## config.mk

```make
export PLATFORM = sky130hd
export DESIGN_NAME = swov_top
export DESIGN_NICKNAME = d
export VERILOG_FILES = /design/src/rtl/swov_pkg.sv /design/src/rtl/swov_sync.sv /design/src/rtl/swov_regs.sv /design/src/rtl/swov_rstseq.sv /design/src/rtl/swov_top.sv
export SDC_FILE = /design/constraint.sdc
export NUM_CORES = 1
export LEC_CHECK = 0
export CORE_ASPECT_RATIO = 1.25
export CORE_MARGIN = 2
export CORE_UTILIZATION = 60
export CTS_CLUSTER_DIAMETER = 50
export CTS_CLUSTER_SIZE = 8
export DETAILED_ROUTE_END_ITERATION = 10
export PLACE_DENSITY = 0.83
export REMOVE_ABC_BUFFERS = 1
export SLEW_MARGIN = 40
export SYNTH_ARGS = -nofsm -noshare
export SYNTH_HDL_FRONTEND = slang
export SYNTH_SLANG_ARGS = --single-unit
export TNS_END_PERCENT = 1
```

## constraint.sdc

```tcl
create_clock -name clk -period 16.8 [get_ports clk]
set_input_delay 3.36 -clock clk [delete_from_list [all_inputs] [get_ports clk]]
set_output_delay 3.36 -clock clk [all_outputs]
set_load 0.03 [all_outputs]
```

## src/rtl/swov_pkg.sv

```systemverilog
package swov_pkg;
  localparam int OFS_ID      = 'h00;
  localparam int OFS_ARCH    = 'h01;
  localparam int OFS_FVER    = 'h02;
  localparam int OFS_PRST    = 'h04;
  localparam int OFS_CTRL    = 'h10;
  localparam int OFS_CLK     = 'h19;
  localparam int N_CLK       = 6;
  localparam int OFS_SW_BASE = 'h20;

  typedef enum logic {CAP_PHYS = 1'b0, CAP_EFF = 1'b1} cap_src_e;
endpackage

```

## src/rtl/swov_sync.sv

```systemverilog
module swov_sync #(
  parameter int W = 64
) (
  input  logic         clk,
  input  logic         rst_n,
  input  logic [W-1:0] d_async,
  output logic [W-1:0] d_sync
);
  logic [W-1:0] meta_q;
  logic [W-1:0] hold_q;

  always_ff @(posedge clk or negedge rst_n) begin
    if (!rst_n) begin
      meta_q <= '0;
      hold_q <= '0;
    end else begin
      meta_q <= d_async;
      hold_q <= meta_q;
    end
  end

  assign d_sync = hold_q;
endmodule

```

## src/rtl/swov_regs.sv

```systemverilog
module swov_regs
  import swov_pkg::*;
#(
  parameter int         N_SW     = 8,
  parameter int         SW_W     = 8,
  parameter int         ADDR_W   = 6,
  parameter logic [7:0] BOARD_ID = 8'h5A,
  parameter logic [7:0] ARCH_VER = 8'h13,
  parameter logic [7:0] FPGA_VER = 8'h07
) (
  input  logic                 clk,
  input  logic                 rst_n,
  input  logic                 wr_en,
  input  logic [ADDR_W-1:0]    addr,
  input  logic [7:0]           wdata,
  output logic [7:0]           rdata,
  output logic [N_SW*SW_W-1:0] shadow_flat,
  output logic [N_SW*SW_W-1:0] enable_flat,
  output logic                 trig_plain,
  output logic                 trig_ovr
);
  localparam logic [ADDR_W-1:0] A_ID   = ADDR_W'(OFS_ID);
  localparam logic [ADDR_W-1:0] A_ARCH = ADDR_W'(OFS_ARCH);
  localparam logic [ADDR_W-1:0] A_FVER = ADDR_W'(OFS_FVER);
  localparam logic [ADDR_W-1:0] A_PRST = ADDR_W'(OFS_PRST);
  localparam logic [ADDR_W-1:0] A_CTRL = ADDR_W'(OFS_CTRL);
  localparam logic [ADDR_W-1:0] A_CLK  = ADDR_W'(OFS_CLK);
  localparam logic [ADDR_W-1:0] A_SW   = ADDR_W'(OFS_SW_BASE);

  logic [SW_W-1:0] shadow_q [N_SW];
  logic [SW_W-1:0] shadow_d [N_SW];
  logic [SW_W-1:0] enable_q [N_SW];
  logic [SW_W-1:0] enable_d [N_SW];
  logic [7:0]      clkb_q   [N_CLK];
  logic [7:0]      clkb_d   [N_CLK];
  logic [7:0]      ctrl_q, ctrl_d;

  logic [ADDR_W-1:0] sw_off, clk_off;
  logic              sw_hit, clk_hit;

  assign sw_off  = addr - A_SW;
  assign clk_off = addr - A_CLK;
  assign sw_hit  = (addr >= A_SW)  && (sw_off  < ADDR_W'(2*N_SW));
  assign clk_hit = (addr >= A_CLK) && (clk_off < ADDR_W'(N_CLK));

  // next-state
  always_comb begin
    ctrl_d = ctrl_q;
    if (wr_en && addr == A_CTRL) ctrl_d = wdata;
    for (int i = 0; i < N_SW; i++) begin
      shadow_d[i] = shadow_q[i];
      enable_d[i] = enable_q[i];
      if (wr_en && sw_hit && sw_off[ADDR_W-1:1] == (ADDR_W-1)'(i)) begin
        if (sw_off[0]) enable_d[i] = wdata[SW_W-1:0];
        else           shadow_d[i] = wdata[SW_W-1:0];
      end
    end
    for (int k = 0; k < N_CLK; k++) begin
      clkb_d[k] = clkb_q[k];
      if (wr_en && clk_hit && clk_off == ADDR_W'(k)) clkb_d[k] = wdata;
    end
  end

  always_ff @(posedge clk or negedge rst_n) begin
    if (!rst_n) begin
      ctrl_q <= '0;
      for (int i = 0; i < N_SW; i++) begin
        shadow_q[i] <= '0;
        enable_q[i] <= '0;
      end
      for (int k = 0; k < N_CLK; k++) clkb_q[k] <= '0;
    end else begin
      ctrl_q <= ctrl_d;
      for (int i = 0; i < N_SW; i++) begin
        shadow_q[i] <= shadow_d[i];
        enable_q[i] <= enable_d[i];
      end
      for (int k = 0; k < N_CLK; k++) clkb_q[k] <= clkb_d[k];
    end
  end

  // read mux
  always_comb begin
    rdata = '0;
    if      (addr == A_ID)   rdata = BOARD_ID;
    else if (addr == A_ARCH) rdata = ARCH_VER;
    else if (addr == A_FVER) rdata = FPGA_VER;
    else if (addr == A_CTRL) rdata = ctrl_q;
    for (int k = 0; k < N_CLK; k++)
      if (clk_hit && clk_off == ADDR_W'(k)) rdata = clkb_q[k];
    for (int i = 0; i < N_SW; i++)
      if (sw_hit && sw_off[ADDR_W-1:1] == (ADDR_W-1)'(i))
        rdata = 8'(sw_off[0] ? enable_q[i] : shadow_q[i]);
  end

  generate
    for (genvar g = 0; g < N_SW; g++) begin : g_flat
      assign shadow_flat[g*SW_W +: SW_W] = shadow_q[g];
      assign enable_flat[g*SW_W +: SW_W] = enable_q[g];
    end
  endgenerate

  assign trig_plain = wr_en && (addr == A_PRST);
  assign trig_ovr   = wr_en && (addr == A_CTRL) && wdata[0] && !ctrl_q[0];
endmodule

```

## src/rtl/swov_rstseq.sv

```systemverilog
module swov_rstseq
  import swov_pkg::*;
#(
  parameter int W          = 64,
  parameter int RST_CYCLES = 4
) (
  input  logic         clk,
  input  logic         rst_n,
  input  logic         trig_plain,
  input  logic         trig_ovr,
  input  logic [W-1:0] phys_vec,
  input  logic [W-1:0] eff_vec,
  output logic         pulse,
  output logic [W-1:0] sampled
);
  localparam int CNT_W = $clog2(RST_CYCLES + 1);

  logic [CNT_W-1:0] cnt_q, cnt_d;
  cap_src_e         src_q, src_d;
  logic [W-1:0]     samp_q, samp_d;
  logic             busy, start;

  assign busy  = (cnt_q != '0);
  assign start = !busy && (trig_plain || trig_ovr);

  always_comb begin
    cnt_d  = cnt_q;
    src_d  = src_q;
    samp_d = samp_q;
    if (start) begin
      cnt_d = CNT_W'(RST_CYCLES);
      src_d = trig_ovr ? CAP_EFF : CAP_PHYS;
    end else if (busy) begin
      cnt_d = cnt_q - 1'b1;
    end
    if (busy) samp_d = (src_q == CAP_EFF) ? eff_vec : phys_vec;
  end

  always_ff @(posedge clk or negedge rst_n) begin
    if (!rst_n) begin
      cnt_q  <= '0;
      src_q  <= CAP_PHYS;
      samp_q <= '0;
    end else begin
      cnt_q  <= cnt_d;
      src_q  <= src_d;
      samp_q <= samp_d;
    end
  end

  assign pulse   = busy;
  assign sampled = samp_q;
endmodule

```

## src/rtl/swov_top.sv

```systemverilog
module swov_top #(
  parameter int         N_SW       = 8,
  parameter int         SW_W       = 8,
  parameter int         ADDR_W     = 6,
  parameter int         RST_CYCLES = 4,
  parameter int         BANK_SW    = 7,
  parameter int         BANK_LSB   = 4,
  parameter int         BANK_W     = 4,
  parameter logic [7:0] BOARD_ID   = 8'h5A,
  parameter logic [7:0] ARCH_VER   = 8'h13,
  parameter logic [7:0] FPGA_VER   = 8'h07
) (
  input  logic                 clk,
  input  logic                 rst_n,
  input  logic                 bus_wr,
  input  logic [ADDR_W-1:0]    bus_addr,
  input  logic [7:0]           bus_wdata,
  output logic [7:0]           bus_rdata,
  input  logic [N_SW*SW_W-1:0] phys_sw,
  output logic [N_SW*SW_W-1:0] eff_sw,
  output logic                 board_rst,
  output logic [N_SW*SW_W-1:0] cfg_sampled,
  output logic [1:0]           boot_vbank,
  output logic                 boot_emul
);
  localparam int VEC_W    = N_SW * SW_W;
  localparam int FIELD_LO = (BANK_SW - 1) * SW_W + BANK_LSB;

  logic [1:0]       rsync_q;
  logic             rst_int_n;
  logic [VEC_W-1:0] phys_s, shadow_v, enable_v;
  logic             trig_plain, trig_ovr;
  logic [BANK_W-1:0] boot_field;

  // reset: asynchronous assert, synchronous release
  always_ff @(posedge clk or negedge rst_n) begin
    if (!rst_n) rsync_q <= '0;
    else        rsync_q <= {rsync_q[0], 1'b1};
  end
  assign rst_int_n = rsync_q[1];

  swov_sync #(.W(VEC_W)) sync_i (
    .clk(clk), .rst_n(rst_int_n), .d_async(phys_sw), .d_sync(phys_s)
  );

  swov_regs #(
    .N_SW(N_SW), .SW_W(SW_W), .ADDR_W(ADDR_W),
    .BOARD_ID(BOARD_ID), .ARCH_VER(ARCH_VER), .FPGA_VER(FPGA_VER)
  ) regs_i (
    .clk(clk), .rst_n(rst_int_n), .wr_en(bus_wr), .addr(bus_addr),
    .wdata(bus_wdata), .rdata(bus_rdata),
    .shadow_flat(shadow_v), .enable_flat(enable_v),
    .trig_plain(trig_plain), .trig_ovr(trig_ovr)
  );

  // per-bit override selection
  generate
    for (genvar b = 0; b < VEC_W; b++) begin : g_ovr
      assign eff_sw[b] = enable_v[b] ? shadow_v[b] : phys_s[b];
    end
  endgenerate

  swov_rstseq #(.W(VEC_W), .RST_CYCLES(RST_CYCLES)) seq_i (
    .clk(clk), .rst_n(rst_int_n),
    .trig_plain(trig_plain), .trig_ovr(trig_ovr),
    .phys_vec(phys_s), .eff_vec(eff_sw),
    .pulse(board_rst), .sampled(cfg_sampled)
  );

  assign boot_field = cfg_sampled[FIELD_LO +: BANK_W];
  assign boot_emul  = (boot_field >= BANK_W'(1 << (BANK_W - 1)));
  assign boot_vbank = boot_field[1:0];
endmodule

```

==> metrics.log <==
INFO  metric max_slew.worst_pin.slew = 0.826 ns
INFO  metric global_route.usage.total = 0.303
INFO  metric wl_per_cell = approximately 24 µm
INFO  metric post_route_setup_tns = 0 ns
INFO  metric buffer_count_from_post_cts_setup_fixing = 0
INFO  metric multiInputGateArea = 6680 µm²
INFO  metric path_max_fanout = 38
INFO  metric design.final.nets = 1,519
INFO  metric synth-edff-count = 0
INFO  metric cts_buffer_depth = 3
INFO  metric n_antenna_cell = 0
INFO  metric worst_setup_path_start_kind = primary input
INFO  metric layout-area-overhead-vs-synth = 23.7%
INFO  metric power.switching_fraction = 0.293
INFO  metric seq_power_share = 0.420
INFO  metric first_drt_pass_iteration_count = 6
INFO  metric portBuffers = 220
INFO  metric ios = approximately 220
INFO  metric grt_start_max_net_pins = approximately 110
INFO  metric cts_made_buffers = 54
INFO  metric synthesis_warnings = 0
INFO  metric syn-mean-instance-area = around 14 µm²
INFO  metric dp_hpwl = roughly 28 mm
INFO  metric yosys_most_used_dff = dfrtp_1
INFO  metric grt_setup_unrepaired = false
INFO  metric layout.cells.non_filler = approximately 1.8k
INFO  metric regToRegEndpoint = seq_i.sampled[55]
INFO  metric timing.max_cap.violations = 0
INFO  metric power_report.internal_total = between 1.5 and 2 mW
INFO  metric vias_per_cell = 6.15
INFO  metric pwr-share-clk = 0.360
INFO  metric post_synth_num_cell_types = 66
INFO  metric clock_sinks = 382
INFO  metric die_x = approximately 150 µm
INFO  metric number_of_rows_in_the_core_area = 68
INFO  metric timing.slew.headroom = 0.449
INFO  metric finalSetupViolations = 0
INFO  metric ffs_latches_synth = around 380
INFO  metric synth_mux_area_frac = 0.272
INFO  metric detailroute.via_count = ~11k
INFO  metric cts_hold_repair.buffers = 0
INFO  metric placed_cells = 1,725
INFO  metric floorplan.die_area = between 20,000 and 30,000 µm²
INFO  metric count_of_instances_resized_after_the_clock_tree_is_built = 0
INFO  metric switching_power_total = 785 µW
INFO  metric clock-root-buffer = clkbuf_16
INFO  metric starting_drc_count_in_detailed_routing = slightly below 700
INFO  metric pwr-share-comb = 0.220
INFO  metric core_area = 27,400 µm²
INFO  metric seq_area = ~9600 µm²
INFO  metric cts.clk_slew.worst_paths = approximately 0.040 ns
INFO  metric r2r_cells = 6
INFO  metric synth_fa_ha_area_frac = 0.00529
INFO  metric synth_xor_area_frac = 0.00204
INFO  metric outcome = finished, final reports clean
INFO  metric layout.cells.most_common = dfrtp_1
INFO  metric synth-async-reset-ratio = 1.00
INFO  metric worst_setup_path_end_kind = output pin
INFO  metric post_route_clock_period_utilization = 0.641
INFO  metric post_synth_and_or_nand_nor_area_fraction = 0.0585
INFO  metric peak_supply_drop = 0.108 mV
INFO  metric syn_area = about 17,000 µm²
INFO  metric p_leak = between 8 and 9 nW
INFO  metric clock_tree.htree_level_count = 2
INFO  metric reg2reg_from = seq_i.cnt_q[0]
INFO  metric routed_wirelength = ~43 mm
INFO  metric pwr_per_cell_area = between 100 and 150 nW/µm²
INFO  metric drc = 0
INFO  metric layout_common_cells = dfrtp_1, mux2_2, clkdlybuf4s50_1
INFO  metric clock_insertion_delay_worst_skew = roughly 0.56 ns
INFO  metric worstHoldPathType = reg -> async
INFO  metric design_power_total = roughly 2.7 mW
INFO  metric hold_viol = 0
INFO  metric synth_top_family_by_area = multiplexers
INFO  metric area_fraction_in_compound_gates_after_synthesis = 0.0631
INFO  metric finalMaxSlewViolations = 0
INFO  metric die_y = ~190 µm
INFO  metric required = around 13 ns
INFO  metric grt_pass1_vias = 11.9k
INFO  metric clock_skew = 0.0205 ns
INFO  metric initial_utilization = 0.605
INFO  metric layout.filler_cells = between 1.5k and 2k
INFO  metric finalWorstPathRequiredPeriod = 10.76 ns
INFO  metric netlist_instances = 1,217
INFO  metric timing.critical_path.arrival = 7.40 ns
INFO  metric antenna_found_initial = 0
INFO  metric fmax = about 93 MHz
INFO  metric synth.yosys.seq_area_share = 0.577
INFO  metric reg2reg_slack = 14.34 ns
INFO  metric gp_congestion = slightly above 0.9
INFO  metric global_route.overflow_total = 0
INFO  metric post_route_cells_drive_above_1_share = 0.255
INFO  metric drtAntennaViolNets = 0
INFO  metric critical_path_class = in -> out
INFO  metric grt_pass1_wl = slightly below 70 mm
INFO  metric tritoncts = yes
power groups by stage:
stage                     clock network, mW  registers (mW)  logic, mW
after global placement                    0            1.13      0.572
after CTS                             0.979            1.13      0.595
after floorplan                           0            1.24      0.221
after detailed placement                  0            1.14      0.588
after global routing                   1.02            1.14      0.625
final                                 0.964            1.13      0.588
metrics by stage:
| stage | worst slack, ns | instance area [µm²] | hold WS (ns) | util |
|---|---|---|---|---|
| global route | 5.87 | 20500 | 0.319 | 0.748 |
| CTS | 6.10 | 20500 | 0.294 | 0.747 |
| finish | 6.04 | 20500 | 0.273 | 0.748 |
| floorplan | 5.36 | 16200 | 0.331 | - |
| detailed placement | 6.14 | 19000 | 0.293 | 0.694 |
| global placement | 5.98 | 19000 | 0.331 | 0.692 |
sequential cells by signal (all words and copies together) (netlist names):
register            cells
regs_i.enable_flat     64
regs_i.shadow_flat     64
seq_i.sampled          64
sync_i.d_sync          64
sync_i.meta_q          64
regs_i.clkb_q          48
regs_i.ctrl_q           8
seq_i.cnt_q             3
rsync_q                 2
seq_i.src_q             1
worst max-delay path: stages:
cell	delay (ns)
buf_2	0.08
buf_4	0.49
clkinv_1	0.49
ha_1	0.41
nor4bb_1	0.36
a211oi_2	0.19
a211oi_4	0.52
a21oi_1	0.17
o211a_1	0.24
o22ai_1	0.30
clkdlybuf4s50_1	0.75
area by class of cell:
cell class	count	area share
clock inverters	2	0.00183
well taps	350	0.0214
multi-input cells	751	0.326
repair buffers	232	0.112
clock buffers	59	0.0700
flip-flops and latches	382	0.467
inverters	10	0.00183
worst max-delay path by stage:
| stage | end | cells past startpoint | start | slack, ns |
|---|---|---|---|---|
| 6_report | bus_rdata[0] | 11 | bus_addr[1] | 6.04 |
| 3_5_place_dp | bus_rdata[0] | 11 | bus_addr[1] | 6.14 |
| 2_1_floorplan | regs_i.clkb_q[0] | 0 | rsync_q[1] | 5.36 |
| 3_3_place_gp | bus_rdata[0] | 11 | bus_addr[1] | 5.98 |
| 5_1_grt | bus_rdata[5] | 11 | bus_addr[1] | 5.87 |
| 4_1_cts | bus_rdata[0] | 11 | bus_addr[1] | 6.10 |
routing by layer:
metal,part of all wire,wire length (µm),track usage
met1,0.40,17300,0.398
met2,0.51,21900,0.510
met3,0.050,2170,0.0533
met4,0.038,1610,0.121
met5,0,0,0
kinds of logic (layout without fill, tap and decap cells):
group                    Yosys count  in the layout
other                              1              1
adder cells (fa/ha/maj)            7              7
multiplexers                     375            375
AO/OA/AOI/OAI                    173            173
XOR/XNOR                           3              3
AND/OR/NAND/NOR                  192            192
buffers and inverters             84            303
flip-flops                       382            382
synth_stat cells (all sizes together) (3+ instances only):
library cell	instances	area, µm²
and3	3	18.8
a22oi	3	22.5
o22ai	13	81.3
and2	5	31.3
nand2	95	357
or3	5	41.3
o221ai	5	43.8
a21o	6	45.0
mux2	256	2890
nor2	38	174
inv	9	33.8
a21oi	21	105
dfrtp	382	9560
ha	7	87.6
mux2i	87	883
a211oi	10	85.1
mux4	32	728
nor3	13	65.1
nand2b	3	18.8
o21ai	93	469
buf	31	169
a2bb2oi	6	52.6
clkbuf	43	161
nand3	11	105
nand4b	3	26.3
a211o	3	27.5
Power figures use the tool's default switching activity.
